**config.mk**
```make
export PLATFORM = sky130hd
export DESIGN_NAME = pam4_tail_corrector
export DESIGN_NICKNAME = d
export VERILOG_FILES = /design/src/rtl/pam4_tail_pkg.sv /design/src/rtl/pam4_dfe_slicer.sv /design/src/rtl/pam4_tail_fix.sv /design/src/rtl/pam4_tail_corrector.sv
export SDC_FILE = /design/constraint.sdc
export NUM_CORES = 1
export LEC_CHECK = 0
export ABC_AREA = 1
export BUFFER_PORTS_ARGS = -buffer_cell sky130_fd_sc_hd__buf_2
export CORE_MARGIN = 2
export CORE_UTILIZATION = 45
export CTS_BUF_LIST = sky130_fd_sc_hd__clkbuf_4
export DETAILED_ROUTE_END_ITERATION = 8
export PLACE_DENSITY = 0.69
export SETUP_SLACK_MARGIN = 0.3
export SKIP_CTS_REPAIR_TIMING = 1
export SLEW_MARGIN = 20
export SYNTH_ARGS = -nofsm -noshare
export SYNTH_HDL_FRONTEND = slang
export SYNTH_SLANG_ARGS = --single-unit
```
**constraint.sdc**
```tcl
create_clock -name clk -period 10.3 [get_ports clk]
set_clock_uncertainty 0.2 [all_clocks]
set_input_delay 0.515 -clock clk [delete_from_list [all_inputs] [get_ports clk]]
set_output_delay 0.515 -clock clk [all_outputs]
set_load 0.05 [all_outputs]
```
**src/rtl/pam4_tail_pkg.sv**
```systemverilog
package pam4_tail_pkg;

    typedef logic [1:0] sym_t;

    // Where the equalized sample fell relative to the outer levels.
    typedef enum logic [1:0] {
        ZN_INSIDE = 2'd0,
        ZN_ABOVE  = 2'd1,
        ZN_BELOW  = 2'd2
    } zone_t;

endpackage

```
**src/rtl/pam4_dfe_slicer.sv**
```systemverilog
module pam4_dfe_slicer
    import pam4_tail_pkg::*;
#(
    parameter int F = 6,
    parameter int W = 10
) (
    input  logic signed [W-1:0] sample,
    input  logic        [F:0]   tap,
    input  logic        [W-2:0] margin,
    input  sym_t                prev_dec,
    output sym_t                dec,
    output zone_t               zone
);
    localparam int EW   = W + 3;
    localparam int HALF = 1 << (F - 1);
    localparam int TOP  = 3 << F;

    logic signed [EW-1:0] x_ext, w_ext, d_ext, prod, eq, rnd, lvl;
    logic signed [EW-1:0] hi_thr, lo_thr;

    always_comb begin
        x_ext  = EW'(sample);
        w_ext  = EW'({1'b0, tap});
        d_ext  = EW'({1'b0, prev_dec});
        prod   = w_ext * d_ext;
        eq     = x_ext - prod;
        rnd    = eq + EW'(HALF);
        lvl    = rnd >>> F;
        hi_thr = EW'(TOP) + EW'({1'b0, margin});
        lo_thr = -EW'({1'b0, margin});

        if (lvl[EW-1])
            dec = 2'd0;
        else if (lvl > EW'(3))
            dec = 2'd3;
        else
            dec = lvl[1:0];

        if (eq > hi_thr)
            zone = ZN_ABOVE;
        else if (eq < lo_thr)
            zone = ZN_BELOW;
        else
            zone = ZN_INSIDE;
    end
endmodule

```
**src/rtl/pam4_tail_fix.sv**
```systemverilog
module pam4_tail_fix
    import pam4_tail_pkg::*;
(
    input  sym_t  cur,
    input  sym_t  prev,
    input  zone_t zone,
    output sym_t  fixed
);
    sym_t base;

    always_comb begin
        base = cur + prev;
        unique case (zone)
            ZN_ABOVE: fixed = base + 2'd1;
            ZN_BELOW: fixed = base - 2'd1;
            default:  fixed = base;
        endcase
    end
endmodule

```
**src/rtl/pam4_tail_corrector.sv**
```systemverilog
module pam4_tail_corrector
    import pam4_tail_pkg::*;
#(
    parameter int F = 6,
    parameter int W = 10
) (
    input  logic                clk,
    input  logic                rst,
    input  logic                in_valid,
    input  logic signed [W-1:0] in_sample,
    input  logic        [F:0]   tap_weight,
    input  logic        [W-2:0] margin,
    output logic                out_valid,
    output logic        [1:0]   out_sym,
    output logic                out_eob
);
    // Stage-1 state: the last decision also serves as DFE feedback.
    logic  s1_vld;
    sym_t  s1_sym;
    zone_t s1_zone;
    sym_t  prev_sym;

    sym_t  dec_c;
    zone_t zone_c;
    sym_t  fixed_c;

    pam4_dfe_slicer #(.F(F), .W(W)) u_slice (
        .sample   (in_sample),
        .tap      (tap_weight),
        .margin   (margin),
        .prev_dec (s1_sym),
        .dec      (dec_c),
        .zone     (zone_c)
    );

    pam4_tail_fix u_fix (
        .cur   (s1_sym),
        .prev  (prev_sym),
        .zone  (s1_zone),
        .fixed (fixed_c)
    );

    // Zone / decision state register
    always_ff @(posedge clk) begin
        if (rst) begin
            s1_vld  <= 1'b0;
            s1_sym  <= 2'd0;
            s1_zone <= ZN_INSIDE;
        end else begin
            s1_vld <= in_valid;
            if (in_valid) begin
                s1_sym  <= dec_c;
                s1_zone <= zone_c;
            end
        end
    end

    // Output process
    always_ff @(posedge clk) begin
        if (rst) begin
            prev_sym  <= 2'd0;
            out_valid <= 1'b0;
            out_sym   <= 2'd0;
            out_eob   <= 1'b0;
        end else begin
            out_valid <= s1_vld;
            out_eob   <= 1'b0;
            if (s1_vld) begin
                prev_sym <= s1_sym;
                out_sym  <= fixed_c;
                out_eob  <= (s1_zone != ZN_INSIDE);
            end
        end
    end
endmodule

```
After elaboration in Yosys (flattened, before gate mapping)

Index checks and enable logic that the tools add are counted.

Output and inout port bits: 4
Register bits: 11

$lt $le $gt $ge: 3
Bitwise logic cells: 1
Add/subtract/negate cells: 7
Equality and inequality tests: 2
$mul: 1
Multiplexer cells: 5
Reductions and logical operators: 2

Operators by type and width:

| operator                                                                         | number |
|---|---|
| 13-bit by 7-bit adder with 13-bit output (second input constant)                 | 1 |
| 13-bit greater-than comparator                                                   | 1 |
| 13-bit less-than comparator                                                      | 1 |
| 9-bit negation with 13-bit output                                                | 1 |
| 10-bit by 10-bit subtractor with 11-bit output                                   | 1 |
| 8-bit by 9-bit adder with 10-bit output (first input constant)                   | 1 |
| 7-bit by 2-bit multiplier with 9-bit output                                      | 1 |
| 2-bit two-way mux                                                                | 4 |
| 7-bit by 3-bit greater-than comparator with 1-bit output (second input constant) | 1 |
| 2-bit one-hot mux with 2 select lines                                            | 1 |
| 2-bit by 1-bit adder with 2-bit output (second input constant)                   | 1 |
| 2-bit adder                                                                      | 1 |
| 2-bit by 1-bit == test with 1-bit output (second input constant)                 | 1 |
| 2-bit == test (second input constant)                                            | 1 |
| 2-bit nonzero test                                                               | 1 |
| 2-bit OR reduction                                                               | 1 |
| 2-bit by 1-bit subtractor with 2-bit output (second input constant)              | 1 |
| 1-bit inverter                                                                   | 1 |

Logic depth before layout (Yosys ltp)

Gate-level depths: netlist of the first run.

Depth in word-level cells: 6
Mapped depth: 30
Mapped depth without buffers: 29

Modules after synthesis

From an unflattened synthesis of the first run, not the netlist that was laid out.

Cell total of the unflattened synthesis: 376
Area, all modules: 2,304.7 um2

By module, submodules not included:

| module              | cells an instance | area each (um2) | instances |
|---|---|---|---|
| pam4_dfe_slicer     | 286               | 1,744.2         | 1 |
| pam4_tail_corrector | 60                | 419.2           | 1 |
| pam4_tail_fix       | 30                | 141.4           | 1 |

Worst setup path after synthesis of the first run

Ideal clock, no wire load.

Kind: register to register
From: register s1_sym[1]
To: register s1_zone[1]
Cell stages (with the launch flop): 30
Clock period less this slack: 4,224 ps
Data required time: 9,970 ps
Arrival: 3,894 ps
Buffers on the path: 1
Slack: 6,076 ps
Cell sequence: dfxtp_1 clkbuf_1 nand2_1 inv_1 ha_1 inv_1 fa_1 o21ai_0 nand2_1 nand2_1 a21oi_1 xor2_1 ha_1 nand2_1 inv_1 a21oi_2 nand2_1 nand2_1 nand2_1 nand2_1 ha_1 nand2_1 inv_1 o21ai_0 nand2_1 a21oi_1 nand2_1 or2_2 nand4_1 a21oi_1

Cells in the longest elaborated chain, start to end: 5
Elaborated cells between the ends (all ways): 6

RTL lines:

| item                                               | RTL line                  | text |
|---|---|---|
| from (decl)                                        | pam4_tail_corrector.sv:19 | `sym_t s1_sym;` |
| from (signal assigned)                             | pam4_tail_corrector.sv:47 | `s1_sym <= 2'd0;` |
| from (signal assigned)                             | pam4_tail_corrector.sv:52 | `s1_sym <= dec_c;` |
| 7-bit by 2-bit multiplier with 9-bit output (*)    | pam4_dfe_slicer.sv:25     | `prod = w_ext * d_ext;` |
| 10-bit by 10-bit subtractor with 11-bit output (*) | pam4_dfe_slicer.sv:26     | `eq = x_ext - prod;` |
| 13-bit less-than comparator                        | pam4_dfe_slicer.sv:41     | `else if (eq < lo_thr)` |
| 2-bit two-way mux                                  | pam4_dfe_slicer.sv:41     |  |
| 2-bit two-way mux (*)                              | pam4_dfe_slicer.sv:39     | `if (eq > hi_thr)` |
| to (signal assigned)                               | pam4_tail_corrector.sv:53 | `s1_zone <= zone_c;` |
| to (decl)                                          | pam4_tail_corrector.sv:20 | `zone_t s1_zone;` |

Mark *: on every way between the ends. The rest lies on a longest branch, timed or not.
A chain may end at the register's enable or synchronous reset.

Final worst setup path of the first run

Same ends and word-level chain as after synthesis.

==> run summary, run 1 <==
FINAL LAYOUT
--------------------------------------------------------------------------------
Most common cell after layout, fill and taps aside ................      nand2_1
Syn-to-layout area delta ..........................................        10.5%
Number of antenna cells inserted ..................................            0
Count of nets after finishing .....................................          447
Most used cells in the layout excluding fill and tap cells ........ nand2_1, inv_1, ha_1
Total of fill cells in the finished design ........................          478
Fraction of final layout cells with drive strength greater than 1 .        0.154

LOGIC SYNTHESIS
--------------------------------------------------------------------------------
Number of different library cells in the post-synthesis netlist ...           28
FFs w/ async S/R, synth ...........................................            0
Mapped Cells ......................................................          340
Count of state elements after synthesis ...........................           11
EDFF count, synth .................................................            0
Average cell area after synthesis .................................     6.39 um2
Top cell type by total area after synthesis .......................         ha_1
Post-synthesis instance area ......................................     2170 um2
Area share of the largest cell type after synthesis ...............        0.253
Synth Flop Type ...................................................      dfxtp_1
Number of nets in the synthesized netlist .........................          415
Warnings, synthesis ...............................................            0
Sequential element share of the synthesized area ..................        0.101
Synth area leaders ................................................ ha_1, nand2_1, inv_1, dfxtp_1, xor2_1

CLOCK TREE
--------------------------------------------------------------------------------
H-tree level count ................................................            1
Clock sink count ..................................................           11
Number of buffers created by CTS ..................................            3
Maximum buffer depth of the clock tree ............................            2
Clock root buffer master ..........................................     clkbuf_4
Clock tree from TritonCTS .........................................          yes
Clk slew on worst S/H paths .......................................      0.07 ns
Clock Latency Late Sink ...........................................      0.28 ns

ROUTING
--------------------------------------------------------------------------------
Final wirelength ..................................................      4.18 mm
Total vias in the final route .....................................        2,071
WL/cell ...........................................................      9.84 um
Initial DRC count .................................................           45
DRT met1 WL .......................................................      2.07 mm
Length of the first detailed-routing pass in iterations ...........            5
Topmost layer with routed signal wires ............................         met3
Met3 wire length ..................................................       110 um
DRT antenna net count .............................................            0
Post-detailed-route DRC marker count ..............................            0
Mean number of vias per cell ......................................         4.87
Met2 wire length ..................................................      2.00 mm

GRT
--------------------------------------------------------------------------------
Wire length of the first global-routing pass ......................      7.65 mm
Remaining Overflow, GRT ...........................................            0
Initial antenna violation count ...................................            0
Pin count of the biggest net entering global routing ..............           11
Vias in the first global route ....................................        1,949
Total routing resource utilization after global routing ...........        0.170

TIMING
--------------------------------------------------------------------------------
Final min period ..................................................      4.56 ns
Highest clock rate ................................................      219 MHz
Worst rel slew slack ..............................................        0.746
Final cycle utilization of the critical path ......................        0.443
Final sum of negative setup slack .................................         0 ns
Final Hold Fails ..................................................            0
Final-report setup violation count ................................            0
Post-route worst setup slack ......................................      5.74 ns
Pins Over Slew Limit ..............................................            0
Least-Margin Pin Slew .............................................     0.381 ns
RSZ-0062 raised after global routing ..............................        false

MIN PATH
--------------------------------------------------------------------------------
Type of the worst min-delay path .................................. input port to flop

FLOORPLAN
--------------------------------------------------------------------------------
Starting Density ..................................................        0.463
Die footprint .....................................................     5400 um2
Number of standard-cell rows in the floorplan .....................           25
Count of pins on the block boundary ...............................           33
Std-Cell Core Area ................................................     4690 um2
Die extent in y ...................................................      73.5 um
Die span in x .....................................................      73.5 um

PWR
--------------------------------------------------------------------------------
Power per cell area ...............................................  88.6 nW/um2
IR Drop Worst-Case VDD ............................................    0.0655 mV
Static leakage ....................................................      1.43 nW

PLACE
--------------------------------------------------------------------------------
Final HPWL DP .....................................................      3.75 mm
Worst Setup Slack post-DPL ........................................      5.66 ns
Count of port buffers added during placement ......................           32
Final GP Congestion ...............................................        0.756

CRITICAL PATH
--------------------------------------------------------------------------------
CP Capture Type ...................................................         flop
Largest stage delay on the critical path ..........................      0.55 ns
Setup Crit Path Kind .............................................. flop to flop
Max Fanout on Critical Path .......................................           10
Critical Path Start Type ..........................................         flop
Critical path buffers and inverters ...............................            4
WP data required ..................................................     10.26 ns
Critical Path Slowest Stage Cell ..................................      dfxtp_1
Crit path DAT .....................................................      4.52 ns
Most frequent cell on the critical path ...........................      nand2_1
Top delay family on crit path ..................................... simple AND/OR/NAND/NOR gates

JOB
--------------------------------------------------------------------------------
Total of max-cap violations .......................................            0

OUTCOME
--------------------------------------------------------------------------------
Outcome ...........................................................    completed

==> cells in the mapped netlist (6+ instances only) <==
| library cell | instances |
|---|---|
| nand2_1 | 86 |
| inv_1 | 62 |
| ha_1 | 44 |
| nor2_1 | 23 |
| a21oi_1 | 17 |
| xor2_1 | 16 |
| o21ai_0 | 15 |
| nand3_1 | 13 |
| dfxtp_1 | 11 |
| nand2_2 | 8 |
| nand4_1 | 6 |
| nor3_1 | 6 |
==> routing by layer <==
metal / vias to the layer above / GRT usage
met5: - / 0
met4: 0 / 0.0242
met3: 0 / 0.0178
met2: 31 / 0.304
met1: 891 / 0.225
li1: 1149 / -
==> power breakdown <==
group	internal [W]	switching (W)	leakage [nW]
clock network	0.0000144	0.0000155	0.0177
registers	0.0000454	0.00000317	0.0905
logic	0.0000532	0.0000811	1.32
total	0.000113	0.0000998	1.43
==> state kept, by name (all words and copies together), names as in the netlist <==
name       cells
out_sym        2
prev_sym       2
s1_sym         2
s1_zone        2
out_eob        1
out_valid      1
s1_vld         1
==> stage by stage <==
step | std cells | power [W] | hold slack [ns] | utilization | cell area [um2]
2_1_floorplan | 340 | 0.000155 | 0.261 | - | 2170
3_3_place_gp | 421 | 0.000181 | 0.290 | 0.506 | 2370
3_5_place_dp | 421 | 0.000185 | 0.291 | 0.506 | 2370
4_1_cts | 425 | 0.000215 | 0.253 | 0.512 | 2400
5_1_grt | 425 | 0.000238 | 0.253 | 0.512 | 2400
6_report | 425 | 0.000213 | 0.255 | 0.512 | 2400
==> kinds of logic after synthesis <==
family | share of synthesized area
simple gates | 0.307
xor+xnor | 0.0846
flops | 0.101
compound gates | 0.114
fa+ha+maj | 0.272
buf+inv | 0.121
==> worst register-to-register path: cells and delay by family, from the launching register on <==
| family | cells | cell delay [ns] |
|---|---|---|
| flip-flops | 1 | 0.55 |
| AND/OR/NAND/NOR | 13 | 1.34 |
| XOR/XNOR | 1 | 0.15 |
| adder cells (fa/ha/maj) | 4 | 1.15 |
| buffers and inverters | 4 | 0.22 |
| AO/OA/AOI/OAI | 6 | 0.85 |
==> worst paths after layout <==
path                                 from                      end  slack [ns]  cells after the start
setup / recovery   s1_sym[1]$_SDFFE_PP0P_  s1_zone[1]$_SDFFE_PP0P_        5.74                     28
hold reg to reg   s1_zone[1]$_SDFFE_PP0P_  s1_zone[1]$_SDFFE_PP0P_        0.30                      2
hold / removal                   in_valid  s1_zone[0]$_SDFFE_PP0P_        0.25                      2
setup reg to reg   s1_sym[1]$_SDFFE_PP0P_  s1_zone[1]$_SDFFE_PP0P_        5.74                     28
==> final cells by class <==
| cell class | instances | area (um2) | share of cell area |
|---|---|---|---|
| Tap cell | 54 | 67.6 | 0.0281 |
| Clock buffer | 3 | 22.5 | 0.00938 |
| Timing Repair Buffer | 32 | 160 | 0.0667 |
| Clock inverter | 1 | 5.00 | 0.00208 |
| Sequential cell | 11 | 220 | 0.0917 |
| Inverter | 63 | 236 | 0.0984 |
| Multi-Input combinational cell | 261 | 1690 | 0.704 |
Power figures use the tool's default switching activity.
==> inputs of run 2 (changes only) <==
--- a/config.mk
+++ b/config.mk
@@ -11,7 +11,7 @@
 export CORE_UTILIZATION = 45
 export CTS_BUF_LIST = sky130_fd_sc_hd__clkbuf_4
 export DETAILED_ROUTE_END_ITERATION = 8
-export PLACE_DENSITY = 0.69
+export PLACE_DENSITY = 0.72
 export SETUP_SLACK_MARGIN = 0.3
 export SKIP_CTS_REPAIR_TIMING = 1
 export SLEW_MARGIN = 20
==> constraint.sdc (replaced) <==
create_clock -name clk -period 3.9 [get_ports clk]
set_clock_uncertainty 0.2 [all_clocks]
set_input_delay 0.195 -clock clk [delete_from_list [all_inputs] [get_ports clk]]
set_output_delay 0.195 -clock clk [all_outputs]
set_load 0.05 [all_outputs]
==> run summary, run 2 (synthesis gave the netlist of run 1 again) <==
ROUTING
--------------------------------------------------------------------------------
WL/cell ...........................................................      12.9 um
Final wirelength ..................................................      5.93 mm
Mean number of vias per cell ......................................         5.11
Length of the first detailed-routing pass in iterations ...........            4
Post-detailed-route DRC marker count ..............................            0
Initial DRC count .................................................          126
DRT antenna net count .............................................            0
Total vias in the final route .....................................        2,355

PLACE
--------------------------------------------------------------------------------
Final HPWL DP .....................................................      4.07 mm
Count of port buffers added during placement ......................           32
Final GP Congestion ...............................................        0.895

FINAL LAYOUT
--------------------------------------------------------------------------------
Final core area utilization .......................................        0.653
Most used cells in the layout excluding fill and tap cells ........ nand2_1, inv_1, buf_2
Most common cell after layout, fill and taps aside ................      nand2_1
Number of antenna cells inserted ..................................            0
Count of nets after finishing .....................................          483
Syn-to-layout area delta ..........................................        40.9%
Fraction of final layout cells with drive strength greater than 1 .        0.391
Total of fill cells in the finished design ........................          376

CRITICAL PATH
--------------------------------------------------------------------------------
Critical Path Start Type ..........................................         flop
Setup slack, reg-to-reg ...........................................     -0.15 ns
Destination of the worst register-to-register timing path ......... s1_zone[1]$_SDFFE_PP0P_
Largest stage delay on the critical path ..........................      0.39 ns
Setup Crit Path Kind .............................................. flop to flop
Critical Path Slowest Stage Cell ..................................      dfxtp_4
Crit path DAT .....................................................      4.02 ns
Crit path launch .................................................. s1_sym[0]$_SDFFE_PP0P_
Most frequent cell on the critical path ...........................      nand2_2
R2R Path Start .................................................... s1_sym[0]$_SDFFE_PP0P_
R2R depth .........................................................           27
Crit path to ...................................................... s1_zone[1]$_SDFFE_PP0P_
WP data required ..................................................      3.87 ns
CP Capture Type ...................................................         flop
Max Fanout on Critical Path .......................................            5

PWR
--------------------------------------------------------------------------------
IR Drop Worst-Case VDD ............................................     0.103 mV
Power per cell area ...............................................   239 nW/um2
Static leakage ....................................................      1.62 nW

TIMING
--------------------------------------------------------------------------------
Worst hold slack across all endpoints .............................     0.311 ns
RSZ-0062 raised after global routing ..............................         true
Least-Margin Pin Slew .............................................     0.361 ns
Final min period ..................................................      4.05 ns
Post-route worst setup slack ......................................    -0.154 ns
Final cycle utilization of the critical path ......................         1.04
Final Hold Fails ..................................................            0
Highest clock rate ................................................      247 MHz
Worst rel slew slack ..............................................        0.757
Final sum of negative setup slack .................................    -0.171 ns
Final-report setup violation count ................................            2
Pins Over Slew Limit ..............................................            0

FLOORPLAN
--------------------------------------------------------------------------------
Count of pins on the block boundary ...............................           33
Std-Cell Core Area ................................................     4690 um2
Number of standard-cell rows in the floorplan .....................           25
Die footprint .....................................................     5400 um2
Die span in x .....................................................      73.5 um
Starting Density ..................................................        0.463
Die extent in y ...................................................      73.5 um

MIN PATH
--------------------------------------------------------------------------------
Type of the worst min-delay path .................................. flop to flop

GRT
--------------------------------------------------------------------------------
Vias in the first global route ....................................        1,984
Remaining Overflow, GRT ...........................................            0
Pin count of the biggest net entering global routing ..............            9
Wire length of the first global-routing pass ......................      7.86 mm
Initial antenna violation count ...................................            0
Total routing resource utilization after global routing ...........        0.179

CLOCK TREE
--------------------------------------------------------------------------------
Clock Latency Late Sink ...........................................      0.27 ns
H-tree level count ................................................            1
Clock tree from TritonCTS .........................................          yes
Clock root buffer master ..........................................     clkbuf_4
Maximum buffer depth of the clock tree ............................            2
Number of buffers created by CTS ..................................            3
Clk slew on worst S/H paths .......................................      0.08 ns
Clock sink count ..................................................           11

JOB
--------------------------------------------------------------------------------
Total of max-cap violations .......................................            0

OUTCOME
--------------------------------------------------------------------------------
Outcome ........................................................... finished, violations left
Violated checks ................................................... setup timing

[run 2: worst min path at each step]
stage                             from                 endpoint  slack (ns)  cells past startpoint
6_report       s1_zone[1]$_SDFFE_PP0P_  s1_zone[1]$_SDFFE_PP0P_        0.31                      2
5_1_grt        s1_zone[1]$_SDFFE_PP0P_  s1_zone[1]$_SDFFE_PP0P_        0.34                      2
4_1_cts                       in_valid  s1_zone[0]$_SDFFE_PP0P_       -0.06                      2
3_5_place_dp                  in_valid  s1_zone[0]$_SDFFE_PP0P_        0.23                      2
3_3_place_gp                  in_valid  s1_zone[0]$_SDFFE_PP0P_        0.23                      2
2_1_floorplan                 in_valid  s1_zone[0]$_SDFFE_PP0P_        0.09                      1
[run 2: power by group]
| group | internal (W) | switching [W] | leakage [nW] |
|---|---|---|---|
| Combinational | 0.000228 | 0.000287 | 1.51 |
| Clock | 0.0000466 | 0.0000434 | 0.0184 |
| Sequential | 0.000120 | 0.00000620 | 0.0919 |
| Total | 0.000394 | 0.000336 | 1.62 |
[run 2: through the flow]
step,instance area [um2],power (W),instances,setup slack (ns)
2_1_floorplan,2280,0.000420,340,0.0431
3_3_place_gp,2580,0.000509,437,-0.0409
3_5_place_dp,2580,0.000517,437,-0.177
4_1_cts,2620,0.000610,441,-0.229
5_1_grt,3060,0.000792,461,-0.374
6_report,3060,0.000731,461,-0.154
[run 2: critical path, delay by kind of cell, from the launching register on]
| family | cells | cell delay, ns |
|---|---|---|
| AND/OR/NAND/NOR | 13 | 1.28 |
| adder cells (fa/ha/maj) | 4 | 1.08 |
| AO/OA/AOI/OAI | 5 | 0.56 |
| flip-flops | 1 | 0.39 |
| buffers and inverters | 4 | 0.28 |
| XOR/XNOR | 1 | 0.14 |
[run 2: layout make-up]
type / count / area [um2] / area share
Tap cell: 54 / 67.6 / 0.0221
Inverter: 63 / 236 / 0.0772
Timing Repair Buffer: 68 / 454 / 0.148
Clock buffer: 4 / 30.0 / 0.00980
Sequential cell: 11 / 228 / 0.0743
Multi-Input combinational cell: 261 / 2050 / 0.668
[run 2: metal layers]
metal	up-vias	global-route usage	routed length, um
met1	1049	0.225	2550
li1	1219	-	-
met5	-	0	0
met4	0	0.0545	202
met3	20	0.0206	170
met2	67	0.317	3010
==> inputs of run 3 (changes only) <==
--- a/config.mk
+++ b/config.mk
@@ -5,7 +5,6 @@
 export SDC_FILE = /design/constraint.sdc
 export NUM_CORES = 1
 export LEC_CHECK = 0
-export ABC_AREA = 1
 export BUFFER_PORTS_ARGS = -buffer_cell sky130_fd_sc_hd__buf_2
 export CORE_MARGIN = 2
 export CORE_UTILIZATION = 45
==> run summary, run 3 <==
CRITICAL PATH
-----------------------------------------------------------------------------------------------------
Setup Crit Path Kind ................................................................... flop to flop
Critical Path Start Type ...............................................................         flop
Crit path DAT ..........................................................................      4.14 ns
Setup slack, reg-to-reg ................................................................     -0.27 ns
WP data required .......................................................................      3.86 ns
Max Fanout on Critical Path ............................................................            5
CP Capture Type ........................................................................         flop

LOGIC SYNTHESIS
-----------------------------------------------------------------------------------------------------
Mapped Cells ...........................................................................          257
Number of nets in the synthesized netlist ..............................................          332
Post-synthesis share of cell area spent on full adders, half adders and majority gates .        0.292
Synth area leaders ..................................................................... ha_1, dfxtp_1, xnor2_1, a21oi_1, inv_1
EDFF count, synth ......................................................................            0
Sequential element share of the synthesized area .......................................        0.109
Post-synthesis instance area ...........................................................     2020 um2
Post-synthesis share of cell area spent on and, or, nand and nor gates .................        0.218
Top cell type by total area after synthesis ............................................         ha_1
Proportion of synthesized area in mux cells ............................................       0.0198
Xor and xnor area share after synthesis ................................................        0.108
Area share of the largest cell type after synthesis ....................................        0.272
Area fraction in compound gates after synthesis ........................................        0.201
Top post-synthesis cells by count ...................................................... ha_1, inv_1, a21oi_1, nor2_1, xnor2_1
FFs w/ async S/R, synth ................................................................            0
Number of different library cells in the post-synthesis netlist ........................           44
Synth Flop Type ........................................................................      dfxtp_1
Average cell area after synthesis ......................................................     7.88 um2
Cell with the most instances after synthesis ...........................................         ha_1
Warnings, synthesis ....................................................................            0
Count of state elements after synthesis ................................................           11
Largest family of logic cells by synthesized area ......................................  adder cells

CLOCK TREE
-----------------------------------------------------------------------------------------------------
H-tree level count .....................................................................            1
Maximum buffer depth of the clock tree .................................................            2
Number of buffers created by CTS .......................................................            3
Clock sink count .......................................................................           11
Clk slew on worst S/H paths ............................................................      0.08 ns
Clock root buffer master ...............................................................     clkbuf_4
Clock tree from TritonCTS ..............................................................          yes
Clock Latency Late Sink ................................................................      0.28 ns

TIMING
-----------------------------------------------------------------------------------------------------
Final min period .......................................................................      4.17 ns
RSZ-0062 raised after global routing ...................................................         true
Least-Margin Pin Slew ..................................................................     0.561 ns
Final cycle utilization of the critical path ...........................................         1.07
Final-report setup violation count .....................................................            3
Worst rel slew slack ...................................................................        0.623
Highest clock rate .....................................................................      240 MHz
Post-route worst setup slack ...........................................................    -0.275 ns
Pins Over Slew Limit ...................................................................            0
Final Hold Fails .......................................................................            0

GRT
-----------------------------------------------------------------------------------------------------
Pin count of the biggest net entering global routing ...................................           10
Initial antenna violation count ........................................................            0
Vias in the first global route .........................................................        1,825
Wire length of the first global-routing pass ...........................................      7.56 mm
Total routing resource utilization after global routing ................................        0.179
Remaining Overflow, GRT ................................................................            0

ROUTING
-----------------------------------------------------------------------------------------------------
WL/cell ................................................................................      12.9 um
Length of the first detailed-routing pass in iterations ................................            4
DRT antenna net count ..................................................................            0
Total vias in the final route ..........................................................        1,979
Initial DRC count ......................................................................          122
Final wirelength .......................................................................      4.83 mm
Post-detailed-route DRC marker count ...................................................            0
Mean number of vias per cell ...........................................................         5.29

FINAL LAYOUT
-----------------------------------------------------------------------------------------------------
Number of antenna cells inserted .......................................................            0
Most common cell after layout, fill and taps aside .....................................         ha_1
Syn-to-layout area delta ...............................................................        35.0%
Fraction of final layout cells with drive strength greater than 1 ......................        0.342
Count of nets after finishing ..........................................................          398
Most used cells in the layout excluding fill and tap cells ............................. ha_1, buf_2, buf_4
Total of fill cells in the finished design .............................................          365
Final core area utilization ............................................................        0.628

MIN PATH
-----------------------------------------------------------------------------------------------------
Type of the worst min-delay path ....................................................... flop to flop

FLOORPLAN
-----------------------------------------------------------------------------------------------------
Die extent in y ........................................................................      71.1 um
Die footprint ..........................................................................     5050 um2
Count of pins on the block boundary ....................................................           33
Std-Cell Core Area .....................................................................     4350 um2
Die span in x ..........................................................................      71.1 um
Starting Density .......................................................................        0.465
Number of standard-cell rows in the floorplan ..........................................           24

PWR
-----------------------------------------------------------------------------------------------------
Power per cell area ....................................................................   267 nW/um2
Static leakage .........................................................................      1.29 nW
IR Drop Worst-Case VDD .................................................................    0.0881 mV

PLACE
-----------------------------------------------------------------------------------------------------
Final GP Congestion ....................................................................        0.926
Worst Setup Slack post-DPL .............................................................    -0.202 ns
Final HPWL DP ..........................................................................      3.65 mm
Count of port buffers added during placement ...........................................           32

JOB
-----------------------------------------------------------------------------------------------------
Total of max-cap violations ............................................................            0

OUTCOME
-----------------------------------------------------------------------------------------------------
Outcome ................................................................................ finished, violations left
Violated checks ........................................................................ setup timing

## run 3: cell types whose count changed in the layout (fill, tap and decap cells not counted), moves of 8 or more
cell and delta:
nand2_1 -52, nand2_2 -24, and2_1 +10, xnor2_1 +11, inv_2 -8, inv_1 -32
## run 3: through the flow
stage | total power (W) | TNS, ns | cell area [um2] | instances | hold WS (ns)
floorplan | 0.000439 | -0.0456 | 2080 | 257 | 0.0951
global placement | 0.000551 | -0.0903 | 2450 | 359 | 0.258
detailed placement | 0.000559 | -0.285 | 2450 | 359 | 0.256
CTS | 0.000652 | -0.379 | 2480 | 363 | -0.0328
global route | 0.000795 | -1.58 | 2730 | 374 | 0.312
finish | 0.000730 | -0.621 | 2730 | 374 | 0.290
## run 3: path summary, 6_finish.rpt
path | from | to | depth (start not counted)
max | s1_sym[1]$_SDFFE_PP0P_ | s1_zone[1]$_SDFFE_PP0P_ | 21
min | out_sym[0]$_SDFFE_PP0P_ | out_sym[0]$_SDFFE_PP0P_ | 2
max reg2reg | s1_sym[1]$_SDFFE_PP0P_ | s1_zone[1]$_SDFFE_PP0P_ | 21
min reg2reg | out_sym[0]$_SDFFE_PP0P_ | out_sym[0]$_SDFFE_PP0P_ | 2
## run 3: layout make-up
type                            count  area, um2  area share
Clock buffer                        4       30.0      0.0110
Inverter                           22       82.6      0.0302
Multi-Input combinational cell    218       1890       0.693
Sequential cell                    11        223      0.0815
Tap cell                           52       65.1      0.0238
Timing Repair Buffer               67        439       0.161
## run 3: logic make-up (layout without fill, tap and decap cells)
kind of cell | Yosys count | count (layout)
AOI/OAI and AO/OA | 61 | 61
adders and majority gates | 46 | 46
xor gates and xnor gates | 25 | 25
buffers and inverters | 28 | 93
and+or+nand+nor | 82 | 82
DFF | 11 | 11
muxes | 4 | 4
## run 3: report_power, final
group          internal [W]  switching, W  leakage, nW
Sequential         0.000120    0.00000531       0.0910
Clock             0.0000467     0.0000452       0.0184
Combinational      0.000252      0.000260         1.19
Total              0.000420      0.000311         1.29
## run 3: routing by layer
metal | track usage | share of wire | up-vias
li1 | - | - | 1043
met2 | 0.319 | 0.49 | 38
met1 | 0.238 | 0.46 | 889
met3 | 0.00570 | 0.026 | 9
met4 | 0.0440 | 0.019 | 0
met5 | 0 | 0 | -
## run 3: critical path: stages (launching register included)
cell and delay, ns:
dfxtp_2 0.35, and2_4 0.15, ha_4 0.13, inv_2 0.04, fa_2 0.35, inv_2 0.06
a21oi_2 0.05, o21bai_1 0.26, a21o_1 0.19, a21oi_2 0.06, xnor2_1 0.13, ha_2 0.42
nand3_2 0.11, a211oi_4 0.31, inv_2 0.12, ha_1 0.31, nand4_1 0.11, o22ai_1 0.18
nor2_1 0.07, and4b_1 0.17, o211ai_1 0.18, a21oi_1 0.09
